`src/rtl/pss_pkg.sv`:
```
package pss_pkg;
    localparam int CFG_W    = 32;
    localparam int MODE_LSB = 28;
    localparam int DIS_BIT  = 31;
    localparam int FLD_CNTW = 16;

    typedef enum logic [1:0] {
        MD_DONE  = 2'd0,
        MD_DELAY = 2'd1,
        MD_FIXED = 2'd2,
        MD_TMO   = 2'd3
    } fin_mode_e;

    typedef enum logic {
        DIR_SLEEP = 1'b0,
        DIR_WAKE  = 1'b1
    } run_dir_e;
endpackage

```
`src/rtl/pss_next_pos.sv`:
```
module pss_next_pos #(
    parameter int N  = 6,
    parameter int PW = 3
) (
    input  logic [N-1:0]  dis_sleep_i,
    input  logic [N-1:0]  dis_wake_i,
    input  pss_pkg::run_dir_e dir_i,
    input  logic [PW-1:0] from_i,
    output logic          found_o,
    output logic [PW-1:0] pos_o
);
    import pss_pkg::*;

    logic [N-1:0] dis_ord;

    for (genvar g = 0; g < N; g++) begin : g_ord
        assign dis_ord[g] = (dir_i == DIR_WAKE) ? dis_wake_i[N-1-g] : dis_sleep_i[g];
    end

    always_comb begin
        found_o = 1'b0;
        pos_o   = '0;
        for (int p = N - 1; p >= 0; p--) begin
            if ((PW'(p) >= from_i) && !dis_ord[p]) begin
                found_o = 1'b1;
                pos_o   = PW'(p);
            end
        end
    end
endmodule

```
`src/rtl/pss_step_end.sv`:
```
module pss_step_end #(
    parameter int CNT_W = 16
) (
    input  pss_pkg::fin_mode_e mode_i,
    input  logic [CNT_W-1:0]   limit_i,
    input  logic [CNT_W-1:0]   cnt_i,
    input  logic               seen_i,
    input  logic               done_i,
    output logic               finish_o,
    output logic               seen_set_o,
    output logic               count_en_o
);
    import pss_pkg::*;

    logic [CNT_W:0] nxt;
    logic           reach;

    always_comb begin
        nxt   = {1'b0, cnt_i} + {{CNT_W{1'b0}}, 1'b1};
        reach = nxt >= {1'b0, limit_i};
    end

    always_comb begin
        finish_o   = 1'b0;
        seen_set_o = 1'b0;
        count_en_o = 1'b0;
        case (mode_i)
            MD_DONE: finish_o = done_i;
            MD_DELAY: begin
                if (!seen_i) begin
                    finish_o   = done_i && (limit_i == '0);
                    seen_set_o = done_i && (limit_i != '0);
                end else begin
                    finish_o   = reach;
                    count_en_o = 1'b1;
                end
            end
            MD_FIXED: begin
                finish_o   = reach;
                count_en_o = 1'b1;
            end
            MD_TMO: begin
                finish_o   = done_i || reach;
                count_en_o = 1'b1;
            end
        endcase
    end
endmodule

```
`src/rtl/pwr_step_seq.sv`:
```
module pwr_step_seq #(
    parameter int N     = 6,
    parameter int CNT_W = 16
) (
    input  logic                       clk,
    input  logic                       rst_n,
    input  logic                       sleep_start_i,
    input  logic                       wake_start_i,
    input  logic [N*pss_pkg::CFG_W-1:0] sleep_cfg_i,
    input  logic [N*pss_pkg::CFG_W-1:0] wake_cfg_i,
    input  logic [N-1:0]               step_done_i,
    output logic [N-1:0]               step_req_o,
    output logic                       busy_o,
    output logic                       complete_o
);
    import pss_pkg::*;

    localparam int PW = $clog2(N + 1);
    localparam int IW = (N > 1) ? $clog2(N) : 1;

    typedef struct packed {
        logic             run;
        run_dir_e         dir;
        logic [PW-1:0]    pos;
        logic [CNT_W-1:0] cnt;
        logic             seen;
        logic             cmpl;
    } st_t;

    st_t st_d, st_q;

    logic [N-1:0]     dis_s, dis_w;
    run_dir_e         start_dir;
    logic             start_found, adv_found;
    logic [PW-1:0]    start_pos, adv_pos, adv_from;
    logic [IW-1:0]    cur_idx;
    logic [CFG_W-1:0] cur_w;
    fin_mode_e        cur_mode;
    logic             fin, seen_set, cnt_en;
    logic             unused_cfg_bits;

    for (genvar g = 0; g < N; g++) begin : g_dis
        assign dis_s[g] = sleep_cfg_i[g*CFG_W + DIS_BIT];
        assign dis_w[g] = wake_cfg_i[g*CFG_W + DIS_BIT];
    end

    assign start_dir = sleep_start_i ? DIR_SLEEP : DIR_WAKE;
    assign adv_from  = st_q.pos + PW'(1);

    pss_next_pos #(.N(N), .PW(PW)) u_start_pos (
        .dis_sleep_i (dis_s),
        .dis_wake_i  (dis_w),
        .dir_i       (start_dir),
        .from_i      ('0),
        .found_o     (start_found),
        .pos_o       (start_pos)
    );

    pss_next_pos #(.N(N), .PW(PW)) u_adv_pos (
        .dis_sleep_i (dis_s),
        .dis_wake_i  (dis_w),
        .dir_i       (st_q.dir),
        .from_i      (adv_from),
        .found_o     (adv_found),
        .pos_o       (adv_pos)
    );

    always_comb begin
        if (st_q.dir == DIR_WAKE) cur_idx = IW'(N - 1) - IW'(st_q.pos);
        else                      cur_idx = IW'(st_q.pos);
        if (st_q.dir == DIR_WAKE) cur_w = wake_cfg_i[cur_idx*CFG_W +: CFG_W];
        else                      cur_w = sleep_cfg_i[cur_idx*CFG_W +: CFG_W];
        cur_mode = fin_mode_e'(cur_w[MODE_LSB +: 2]);
    end

    assign unused_cfg_bits = ^cur_w;

    pss_step_end #(.CNT_W(CNT_W)) u_step_end (
        .mode_i     (cur_mode),
        .limit_i    (cur_w[CNT_W-1:0]),
        .cnt_i      (st_q.cnt),
        .seen_i     (st_q.seen),
        .done_i     (step_done_i[cur_idx]),
        .finish_o   (fin),
        .seen_set_o (seen_set),
        .count_en_o (cnt_en)
    );

    always_comb begin
        st_d      = st_q;
        st_d.cmpl = 1'b0;
        if (!st_q.run) begin
            if (sleep_start_i || wake_start_i) begin
                st_d.dir  = start_dir;
                st_d.cnt  = '0;
                st_d.seen = 1'b0;
                if (start_found) begin
                    st_d.run = 1'b1;
                    st_d.pos = start_pos;
                end else begin
                    st_d.cmpl = 1'b1;
                end
            end
        end else if (fin) begin
            st_d.cnt  = '0;
            st_d.seen = 1'b0;
            if (adv_found) begin
                st_d.pos = adv_pos;
            end else begin
                st_d.run  = 1'b0;
                st_d.cmpl = 1'b1;
            end
        end else if (seen_set) begin
            st_d.seen = 1'b1;
            st_d.cnt  = '0;
        end else if (cnt_en) begin
            st_d.cnt = st_q.cnt + CNT_W'(1);
        end
    end

    always_ff @(posedge clk or negedge rst_n) begin
        if (!rst_n) st_q <= '0;
        else        st_q <= st_d;
    end

    always_comb begin
        step_req_o = '0;
        if (st_q.run) step_req_o[cur_idx] = 1'b1;
    end

    assign busy_o     = st_q.run;
    assign complete_o = st_q.cmpl;
endmodule

```
`config.mk`:
```
export PLATFORM = sky130hd
export DESIGN_NAME = pwr_step_seq
export DESIGN_NICKNAME = d
export VERILOG_FILES = /design/src/rtl/pss_pkg.sv /design/src/rtl/pss_next_pos.sv /design/src/rtl/pss_step_end.sv /design/src/rtl/pwr_step_seq.sv
export SDC_FILE = /design/constraint.sdc
export NUM_CORES = 1
export LEC_CHECK = 0
export ABC_CLOCK_PERIOD_IN_PS = 3700
export BUFFER_PORTS_ARGS = -buffer_cell sky130_fd_sc_hd__buf_4
export CAP_MARGIN = 15
export CELL_PAD_IN_SITES_DETAIL_PLACEMENT = 0
export CELL_PAD_IN_SITES_GLOBAL_PLACEMENT = 2
export CORE_MARGIN = 4
export CORE_UTILIZATION = 17
export DETAILED_ROUTE_END_ITERATION = 12
export PLACE_DENSITY = 0.84
export SYNTH_ARGS = -nofsm -noshare
export SYNTH_HDL_FRONTEND = slang
export SYNTH_SLANG_ARGS = --single-unit
```
`constraint.sdc`:
```
create_clock -name clk -period 3.7 [get_ports clk]
set_clock_uncertainty 0.1 [all_clocks]
set_input_delay 0.74 -clock clk [delete_from_list [all_inputs] [get_ports clk]]
set_output_delay 0.74 -clock clk [all_outputs]
set_load 0.02 [all_outputs]
```
==> Word level (Yosys, flattened, before mapping) <==
Index checks and enable logic that the tools add are counted.
{ "op_classes": {"addsub": 4, "n_lt_le_gt_ge": 9, "eq_ne": 7, "n_shift": 2, "mux": 66, "n_bitwise": 1, "reduce_logical": 27} }
{ "op_table": {"columns": ["op", "count"], "rows": [
  ["192-bit by 9-bit indexed part select with 30-bit output", 2],
  ["3-bit 2-to-1 mux", 16],
  ["1-bit 2-to-1 mux", 39],
  ["16-bit 2-to-1 mux", 2],
  ["30-bit 2-to-1 mux", 1],
  ["23-bit 2-to-1 mux", 1],
  ["21-bit 2-to-1 mux", 1],
  ["16-bit by 1-bit adder with 17-bit output, second input constant", 1],
  ["17-bit by 16-bit greater-or-equal comparator with 1-bit output", 1],
  ["17-bit 2-to-1 mux", 1],
  ["16-bit by 1-bit adder with 16-bit output, second input constant", 1],
  ["16-bit zero test", 1],
  ["16-bit nonzero test", 1],
  ["1-bit logical AND", 9],
  ["1-bit by 3-bit greater-or-equal comparator with 1-bit output, first input constant", 2],
  ["2-bit by 3-bit greater-or-equal comparator with 1-bit output, first input constant", 2],
  ["3-bit greater-or-equal comparator, first input constant", 2],
  ["1-bit zero test", 6],
  ["6-bit 2-to-1 mux", 1],
  ["2-bit AND reduction", 3],
  ["2-bit equality test, second input constant", 2],
  ["3-bit by 4-bit < comparator with 1-bit output, second input constant", 1],
  ["2-bit by 1-bit != test with 1-bit output, second input constant", 2],
  ["4-bit by 1-bit != test with 1-bit output, second input constant", 1],
  ["other kinds (15)", 17]
]} }
{ "totals": {"ff_bits": 23, "in_bits": 394, "output_inout_bits": 8, "word_cells": 122} }

==> Depth between registers and ports, before layout <==
Gate-level depths: netlist of the first run.
{ "depth": {"depth_word": 12, "ltp_mapped": 17, "mapped_depth_nobuf": 15} }

==> Cells and area by module <==
From an unflattened synthesis of the first run, not the netlist that was laid out.
{ "unflattened": {"hier_cells": 427, "hier_area_um2": 4112.7} }
{ "by_module_without_submodules": {"columns": ["module", "n_inst", "cells_each", "area_per_inst_um2", "seq_area_each_um2"], "rows": [
  ["pwr_step_seq", 1, 270, 2881.5, 575.6],
  ["pss_step_end", 1, 109, 793.3, 0.0],
  ["pss_next_pos", 2, 24, 219.0, 0.0]
]} }

==> Least setup slack after synthesis of the first run <==
No wires, ideal clock.
{ "synth_path": {"path_kind": "reg-to-reg", "start": "reg st_q[2] in the netlist's numbering", "end": "reg st_q[18] in the netlist's numbering", "setup_ns": 0.128, "t_arrival_ns": 3.731, "required_ns": 3.472, "path_slack_ns": -0.258, "stages_incl_launch_ff": 17, "path_buffers": 1, "synth_period_minus_slack_ns": 3.958, "path_cell_list": "dfrtp_1 -> ha_1 -> nand3_1 -> nor2_1 -> and3_1 -> clkbuf_1 -> nand3_1 -> or3_1 -> xnor2_1 -> ha_1 -> nand3_1 -> nor4_1 -> nand2_1 -> a31oi_2 -> nor3_2 -> a21oi_4 -> mux2_1"} }
{ "synth_via": {"elab_chain_cells": 6, "word_cells_on_any_way": 7, "cone_classes": "1 x add/sub; 1 x order compare; 1 x eq/ne; 2 x mux; 2 x reduce/logical"} }
{ "synth_rtl": {"columns": ["element", "line_no", "source"], "rows": [
  ["start: declaration", "pwr_step_seq.sv:30", "st_t st_d, st_q;"],
  ["start signal: assignment", "pwr_step_seq.sv:123", "else st_q <= st_d;"],
  ["16-bit by 1-bit adder with 17-bit output (*)", "pss_step_end.sv:19", "nxt = {1'b0, cnt_i} + {{CNT_W{1'b0}}, 1'b1};"],
  ["17-bit by 16-bit greater-or-equal comparator with 1-bit output (*)", "pss_step_end.sv:20", "reach = nxt >= {1'b0, limit_i};"],
  ["1-bit 2-to-1 mux / 1-bit logical OR (equally long branches)", "pss_step_end.sv:30, pss_step_end.sv:43", null],
  ["1-bit case mux with 4 select lines (*)", "pss_step_end.sv:27", "case (mode_i)"],
  ["2-bit by 1-bit != test with 1-bit output (no line) (*)", null, null],
  ["4-bit AND reduction (no line) (*)", null, null]
]} }
Mark *: on every way between the ends. The rest lies on a longest branch, timed or not.
A chain may end at the register's enable or synchronous reset.

==> Final worst setup path of the first run <==
{ "layout_path": {"start": "reg st_q[18] in the netlist's numbering", "end": "reg st_q[2] in the netlist's numbering"} }
{ "layout_via": {"elab_chain_cells": 11, "word_cells_on_any_way": 28, "cone_classes": "1 x add/sub; 1 x order compare; 4 x eq/ne; 2 x shift; 12 x mux; 8 x reduce/logical"} }
{ "layout_rtl": {"columns": ["element", "line_no", "source"], "rows": [
  ["3-bit subtractor", "pwr_step_seq.sv:69", "if (st_q.dir == DIR_WAKE) cur_idx = IW'(N - 1) - IW'(st_q.pos);"],
  ["3-bit 2-to-1 mux (*)", "pwr_step_seq.sv:69", null],
  ["parallel branches: the longest is 9 deep, another holds 17-bit by 16-bit greater-or-equal comparator with 1-bit output", null, null]
]} }
Mark *: on every way between the ends. The select of a mux whose other input is x is not followed.

==> impl_metrics.env, run 1 <==
export IMPL_run_status="completed"
export IMPL_ctsHtreeMaxLevel=1
export IMPL_globalRouteTotalUtil=0.1566
export IMPL_dpl_worst_slack_ns=-0.2106
export IMPL_p_total_mw=5.176
export IMPL_grt_first_pass_wirelength_um=30580
export IMPL_met3_capacity_usage_during_global_routing=0.05384
export IMPL_total_overflow_reported_by_the_global_router=0
export IMPL_gr_usage_met1=0.2054
export IMPL_finalSetupViolCount=0
export IMPL_worstPathMaxFanout=5
export IMPL_number_of_flops_mapped_to_enable_cells_by_yosys=0
export IMPL_startpoint_types="register"
export IMPL_ir_drop_mv=0.3418
export IMPL_tritoncts_num_buffers=3
export IMPL_drc=0
export IMPL_final_net_count=1086
export IMPL_dieWidth_um=161.4
export IMPL_clock_sinks=23
export IMPL_grt_met2_usage=0.2554
export IMPL_max_slew_margin_rel=0.6847
export IMPL_syn_to_final_growth_pct=74.65
export IMPL_synthCells=381
export IMPL_report_final_slew_viol_count=0
export IMPL_synth_warnings=0
export IMPL_worstSetupEndpointType="register"
export IMPL_synth_seq_cells=23
export IMPL_post_route_period_util=0.9640
export IMPL_worst_ep_arrival_time_ns=3.61
export IMPL_placement_io_buffers=245
export IMPL_final_hold_violation_count=0
export IMPL_asyncSetResetFlopFracSynth=1.000
export IMPL_cts_hold_buffers_added=0
export IMPL_std_cell_rows=55
export IMPL_fin_area_mm2=0.006990
export IMPL_antenna_violating_nets_post_route=0
export IMPL_worstPathCellList="buf_12 > buf_4 > mux4_2 > and3_4 > a211oi_1 > buf_4 > ha_4 > nand4_1 > nor4_2 > nand2_1 > a31oi_4 > nor3_4 > buf_6 > a21o_1 > mux2_2"
export IMPL_final_layout_size_suffix_gt1_frac=0.6388
export IMPL_drt_first_pass_iters=4
export IMPL_routedWlPerCell_um=21.70
export IMPL_total_leakage_power_nw=3.124
export IMPL_coreArea_mm2=0.02292
export IMPL_routed_wirelength_um=21440
export IMPL_first_global_vias=4902
export IMPL_detailroute_via_count=4610
export IMPL_cp_dominant_cell_by_count="buf_4"
export IMPL_share_of_the_yosys_chip_area_belonging_to_registers=0.1438
export IMPL_synth_distinct_cells=59
export IMPL_initial_utilization=0.1747
export IMPL_postPlaceCellArea_mm2=0.006635
export IMPL_mappedNetlistArea_mm2=0.004003
export IMPL_grt_setup_unrepaired="no"
export IMPL_tns_ns=0
export IMPL_clock_tree_from_tritoncts="yes"
export IMPL_worst_setup_hold_path_clk_slew_ns=0.06
export IMPL_worstSkewPairLatency_ns=0.26
export IMPL_crit_path_top_delay_cell="dfrtp_4"
export IMPL_criticalPathCategory="reg2reg"
export IMPL_finalCriticalPeriod_ns=3.567
export IMPL_max_clock_path_buffers=2
export IMPL_yosys_most_used_dff="dfrtp_1"
export IMPL_maxClockFrequency_mhz=280.4
export IMPL_power_density_relative_to_cell_area_mw_per_mm2=740.4
export IMPL_max_slew_worst_pin_slew_ns=0.4724
export IMPL_chipHeight_um=161.4
export IMPL_worst_path_largest_cell_delay_ns=0.50
export IMPL_floorplan_die_area_mm2=0.02606
export IMPL_min_setup_slack_post_route_ns=0.1333
export IMPL_grt_antenna_before_repair=8
export IMPL_place_hpwl_um=18620
export IMPL_routed_via_density=4.666
export IMPL_grt_most_used_layer="met2"
export IMPL_clockRootBuffer="clkbuf_16"
export IMPL_gp_routability_congestion=0.8664
export IMPL_num_io_pins=402
export IMPL_crit_required_ns=3.75
export IMPL_min_path_type="in2async"
export IMPL_grt_start_max_net_pins=28
export IMPL_post_synthesis_net_count=796
export IMPL_detailedRoute_firstIterationViolations=289
export IMPL_max_cap_violations=0
export IMPL_synth_area_per_cell_um2=10.51
-- critical path, delay by kind of cell, from the launching register on --
kind | cells | cell delay (ns)
DFF | 1 | 0.50
and+or+nand+nor | 5 | 0.75
muxes | 2 | 0.71
AOI/OAI and AO/OA | 3 | 0.63
buffers and inverters | 4 | 0.61
adders and majority gates | 1 | 0.14
-- state kept, by name, indices dropped and copies added (netlist names) --
signal / count
st_q: 21
busy_o: 1
complete_o: 1
-- final timing paths --
kind / start / to / slack (ns) / depth (start not counted)
max in group asynchronous: rst_n / st_q[21] / 2.93 / 1
worst min-delay path: rst_n / st_q[12] / 0.28 / 1
min in group clk: st_q[13] / st_q[13] / 0.43 / 1
worst min register to register: st_q[13] / st_q[13] / 0.43 / 1
worst max register to register: st_q[18] / st_q[2] / 0.13 / 15
worst max-delay path: st_q[18] / st_q[2] / 0.13 / 15
-- layout by cell type, fill, tap and decap left out, types with 5 or more instances in the layout --
cell type    n
a21o_1       5
a21oi_1     20
a221oi_2    13
a22o_1       5
a22oi_1      9
and3_1      19
buf_12       7
buf_4      296
buf_6        5
dfrtp_1     20
diode_2      5
ha_1        19
inv_1        8
mux2i_1     12
mux4_2      54
nand2_1     29
nand3_1     12
nor2_1      13
o21a_1       5
o21ai_0      7
o21ai_1      5
o31ai_1      5
xnor2_1     10
xor2_1       7
-- area by class of cell --
class,instances,area (µm²)
antenna,5,12.51
clock buffer,4,78.83
tap,313,391.6
sequential,23,584.3
timing repair buffer,311,2464
inverter,8,30.03
fill,2393,15930
multi-input combinational,324,3430
-- synthesized netlist by cell type (all sizes together) (2+ instances only) --
cell type / number / area [µm²]
a211oi: 5 / 47.54
a21boi: 2 / 15.01
a21o: 5 / 37.54
a21oi: 25 / 147.6
a221oi: 13 / 176.4
a22o: 5 / 43.79
a22oi: 9 / 67.56
a31oi: 2 / 18.77
and3: 22 / 137.6
and4: 4 / 35.03
buf: 16 / 122.6
clkbuf: 10 / 37.54
dfrtp: 23 / 575.6
ha: 21 / 262.8
inv: 8 / 30.03
mux2: 6 / 67.56
mux2i: 13 / 130.1
mux4: 54 / 1216
nand2: 29 / 108.9
nand2b: 3 / 18.77
nand3: 16 / 80.08
nand4: 4 / 31.28
nor2: 18 / 67.56
nor2b: 4 / 25.02
nor3: 6 / 46.30
nor4: 2 / 18.77
o21a: 5 / 37.54
o21ai: 13 / 65.06
o31ai: 5 / 37.54
o41ai: 2 / 32.53
or3: 3 / 23.77
xnor2: 10 / 87.58
xor2: 7 / 61.31
-- routing by layer --
| layer | vias up | share of wire | wire, µm |
|---|---|---|---|
| li1 | 2142 | - | - |
| met1 | 2238 | 0.43 | 9177 |
| met2 | 212 | 0.47 | 10080 |
| met3 | 12 | 0.091 | 1951 |
| met4 | 6 | 0.0090 | 192 |
| met5 | - | 0.0019 | 41 |
-- power by group --
group	switching, mW	total [mW]	internal, mW
registers	0.0739	0.384	0.310
logic	2.25	4.54	2.29
clock network	0.0993	0.247	0.148
-- kinds of logic (layout without fill, tap and decap cells) --
kind of cell,after synthesis,count (layout),synth area share
multiplexers,73,73,0.3532
AND/OR/NAND/NOR,114,114,0.1538
AO/OA/AOI/OAI,99,99,0.1988
flip-flops,23,23,0.1438
XOR/XNOR,17,17,0.03720
other,0,5,0
adder cells (fa/ha/maj),21,21,0.06565
buffers and inverters,34,323,0.04751
-- metrics by stage --
step           hold slack (ns)  cells  utilization
6_report                0.2810    988       0.3051
5_1_grt                 0.2929    986       0.3048
3_5_place_dp            0.4266    971       0.2895
3_3_place_gp            0.4239    971       0.2895
4_1_cts                 0.2893    979       0.2968
2_1_floorplan           0.3444    381            -
-- timing repair --
action | 4_1_cts | 5_1_grt
gates resized for setup | 10 | 33
buffers inserted | 4 | 4
setup endpoints to repair | 7 | 20
pin swaps | 7 | 14
gates cloned | 0 | 0
Note: power is estimated with default switching activity, not from simulation.
==> run 2, diff against run 1 <==
--- a/config.mk
+++ b/config.mk
@@ -5,11 +5,11 @@
 export SDC_FILE = /design/constraint.sdc
 export NUM_CORES = 1
 export LEC_CHECK = 0
-export ABC_CLOCK_PERIOD_IN_PS = 3700
 export BUFFER_PORTS_ARGS = -buffer_cell sky130_fd_sc_hd__buf_4
 export CAP_MARGIN = 15
 export CELL_PAD_IN_SITES_DETAIL_PLACEMENT = 0
 export CELL_PAD_IN_SITES_GLOBAL_PLACEMENT = 2
+export CORE_ASPECT_RATIO = 0.8
 export CORE_MARGIN = 4
 export CORE_UTILIZATION = 17
 export DETAILED_ROUTE_END_ITERATION = 12
==> impl_metrics.env, run 2 (synthesis gave the netlist of run 1 again) <==
export IMPL_cts_hold_buffers_added=0
export IMPL_worst_setup_hold_path_clk_slew_ns=0.06
export IMPL_max_clock_path_buffers=2
export IMPL_post_place_cells=958
export IMPL_std_cell_rows=49
export IMPL_worstSkewPairLatency_ns=0.26
export IMPL_chipHeight_um=145.2
export IMPL_ctsHtreeMaxLevel=1
export IMPL_coreArea_mm2=0.02281
export IMPL_failed_checks="negative setup slack"
export IMPL_maxClockFrequency_mhz=268.2
export IMPL_min_path_type="in2async"
export IMPL_grt_antenna_before_repair=8
export IMPL_gp_routability_congestion=0.8985
export IMPL_startpoint_types="register"
export IMPL_antenna_violating_nets_post_route=0
export IMPL_run_status="finished, violations left"
export IMPL_internal_power_mw=2.999
export IMPL_worst_path_largest_cell_delay_ns=0.56
export IMPL_largest_register_ffs=21
export IMPL_mostFrequentLayoutCells="309 x buf_4, 54 x mux4_2, 28 x nand2_1, 21 x dfrtp_1, 19 x a21oi_1"
export IMPL_crit_path_top_delay_cell="dfrtp_4"
export IMPL_finalCriticalPeriod_ns=3.729
export IMPL_grt_setup_unrepaired="yes"
export IMPL_power_density_relative_to_cell_area_mw_per_mm2=771.4
export IMPL_ir_drop_mv=0.3624
export IMPL_detailroute_via_count=4765
export IMPL_globalRouteTotalUtil=0.1606
export IMPL_cp_num_buf_inv=4
export IMPL_fin_hold_ws_ns=0.2717
export IMPL_detailedRoute_firstIterationViolations=223
export IMPL_drc=0
export IMPL_worstPathCellList="buf_6 > buf_6 > mux4_2 > and3_4 > a211oi_2 > buf_4 > ha_4 > nand4_1 > nor4_4 > nand2_1 > a31oi_4 > nor3_4 > buf_4 > a21o_4 > mux2_4"
export IMPL_post_route_period_util=1.008
export IMPL_final_net_count=1102
export IMPL_total_overflow_reported_by_the_global_router=0
export IMPL_layout_cells_most_common="buf_4"
export IMPL_final_util=0.3185
export IMPL_worstPathMaxFanout=7
export IMPL_routed_wirelength_um=22510
export IMPL_final_layout_size_suffix_gt1_frac=0.6691
export IMPL_pwr_share_comb=0.885
export IMPL_routed_via_density=4.765
export IMPL_report_final_slew_viol_count=0
export IMPL_min_setup_slack_post_route_ns=-0.02908
export IMPL_pwr_share_clk=0.044
export IMPL_worstSetupEndpointType="register"
export IMPL_max_slew_worst_pin_slew_ns=0.5665
export IMPL_clock_tree_from_tritoncts="yes"
export IMPL_grt_start_max_net_pins=28
export IMPL_crit_required_ns=3.75
export IMPL_critPathTopFamily="simple AND/OR/NAND/NOR gates"
export IMPL_placement_io_buffers=245
export IMPL_sequentialPowerShare=0.071
export IMPL_power_switching_mw=2.605
export IMPL_syn_to_final_growth_pct=81.49
export IMPL_place_hpwl_um=19130
export IMPL_grt_first_pass_wirelength_um=31840
export IMPL_routedWlPerCell_um=22.51
export IMPL_tritoncts_num_buffers=3
export IMPL_drt_first_pass_iters=4
export IMPL_floorplan_die_area_mm2=0.02608
export IMPL_max_slew_margin_rel=0.6196
export IMPL_top_register="st_q"
export IMPL_clock_sinks=23
export IMPL_worst_ep_arrival_time_ns=3.78
export IMPL_final_hold_violation_count=0
export IMPL_clockRootBuffer="clkbuf_16"
export IMPL_dieWidth_um=179.6
export IMPL_sw_frac_of_total=0.4649
export IMPL_max_cap_violations=0
export IMPL_num_io_pins=402
export IMPL_initial_utilization=0.1755
export IMPL_dpl_worst_slack_ns=-0.1542
export IMPL_finish_cell_count_without_fillers=1000
export IMPL_first_global_vias=4809
export IMPL_finalSetupViolCount=1
export IMPL_total_leakage_power_nw=3.222
export IMPL_criticalPathCategory="reg2reg"
==> run 2: changes by cell type in the layout (fill, tap and decap cells not counted), sizes merged <==
cell	delta
buf	+16
diode	+3
==> run 2: area by class of cell <==
class | count | area (µm²)
repair buffers | 327 | 2579
diodes | 8 | 20.02
inverters | 8 | 30.03
multi-input cells | 324 | 3591
well taps | 306 | 382.9
clock buffers | 4 | 78.83
fillers | 2386 | 15540
flip-flops and latches | 23 | 583.1
==> run 2: final timing paths <==
check	start	depth (start not counted)	endpoint	slack, ns
max in group asynchronous	rst_n	1	st_q[21]	2.94
setup reg to reg	st_q[18]	15	st_q[2]	-0.03
setup / recovery	st_q[18]	15	st_q[2]	-0.03
min in group clk	st_q[13]	1	st_q[13]	0.45
hold / removal	rst_n	1	st_q[11]	0.27
hold reg to reg	st_q[13]	1	st_q[13]	0.45
==> run 2: what timing repair did <==
item,CTS,global route
pin swaps,13,29
gates resized for setup,17,56
gates cloned,1,1
setup buffers,12,21
setup endpoints to repair,16,21
==> run 2: power by group through the flow <==
stage	registers [mW]	clock network [mW]	logic, mW
6_report	0.398	0.247	4.96
4_1_cts	0.392	0.251	4.38
5_1_grt	0.404	0.261	5.33
3_5_place_dp	0.418	0	4.00
2_1_floorplan	0.365	0	2.61
3_3_place_gp	0.418	0	3.97
==> run 2: stage by stage <==
stage                     total power, mW  setup TNS, ns  instance area (µm²)
final                               5.604       -0.02908                 7264
after global routing                6.000         -1.678                 7259
after CTS                           5.020              0                 6880
after detailed placement            4.418         -1.290                 6569
after global placement              4.393         -1.210                 6569
after floorplan                     2.977              0                 4041
==> run 2: metal layers <==
metal | share of wire | track usage
met2 | 0.49 | 0.2690
met5 | 0.0012 | 0
met3 | 0.069 | 0.04780
met1 | 0.41 | 0.1982
met4 | 0.025 | 0.05407
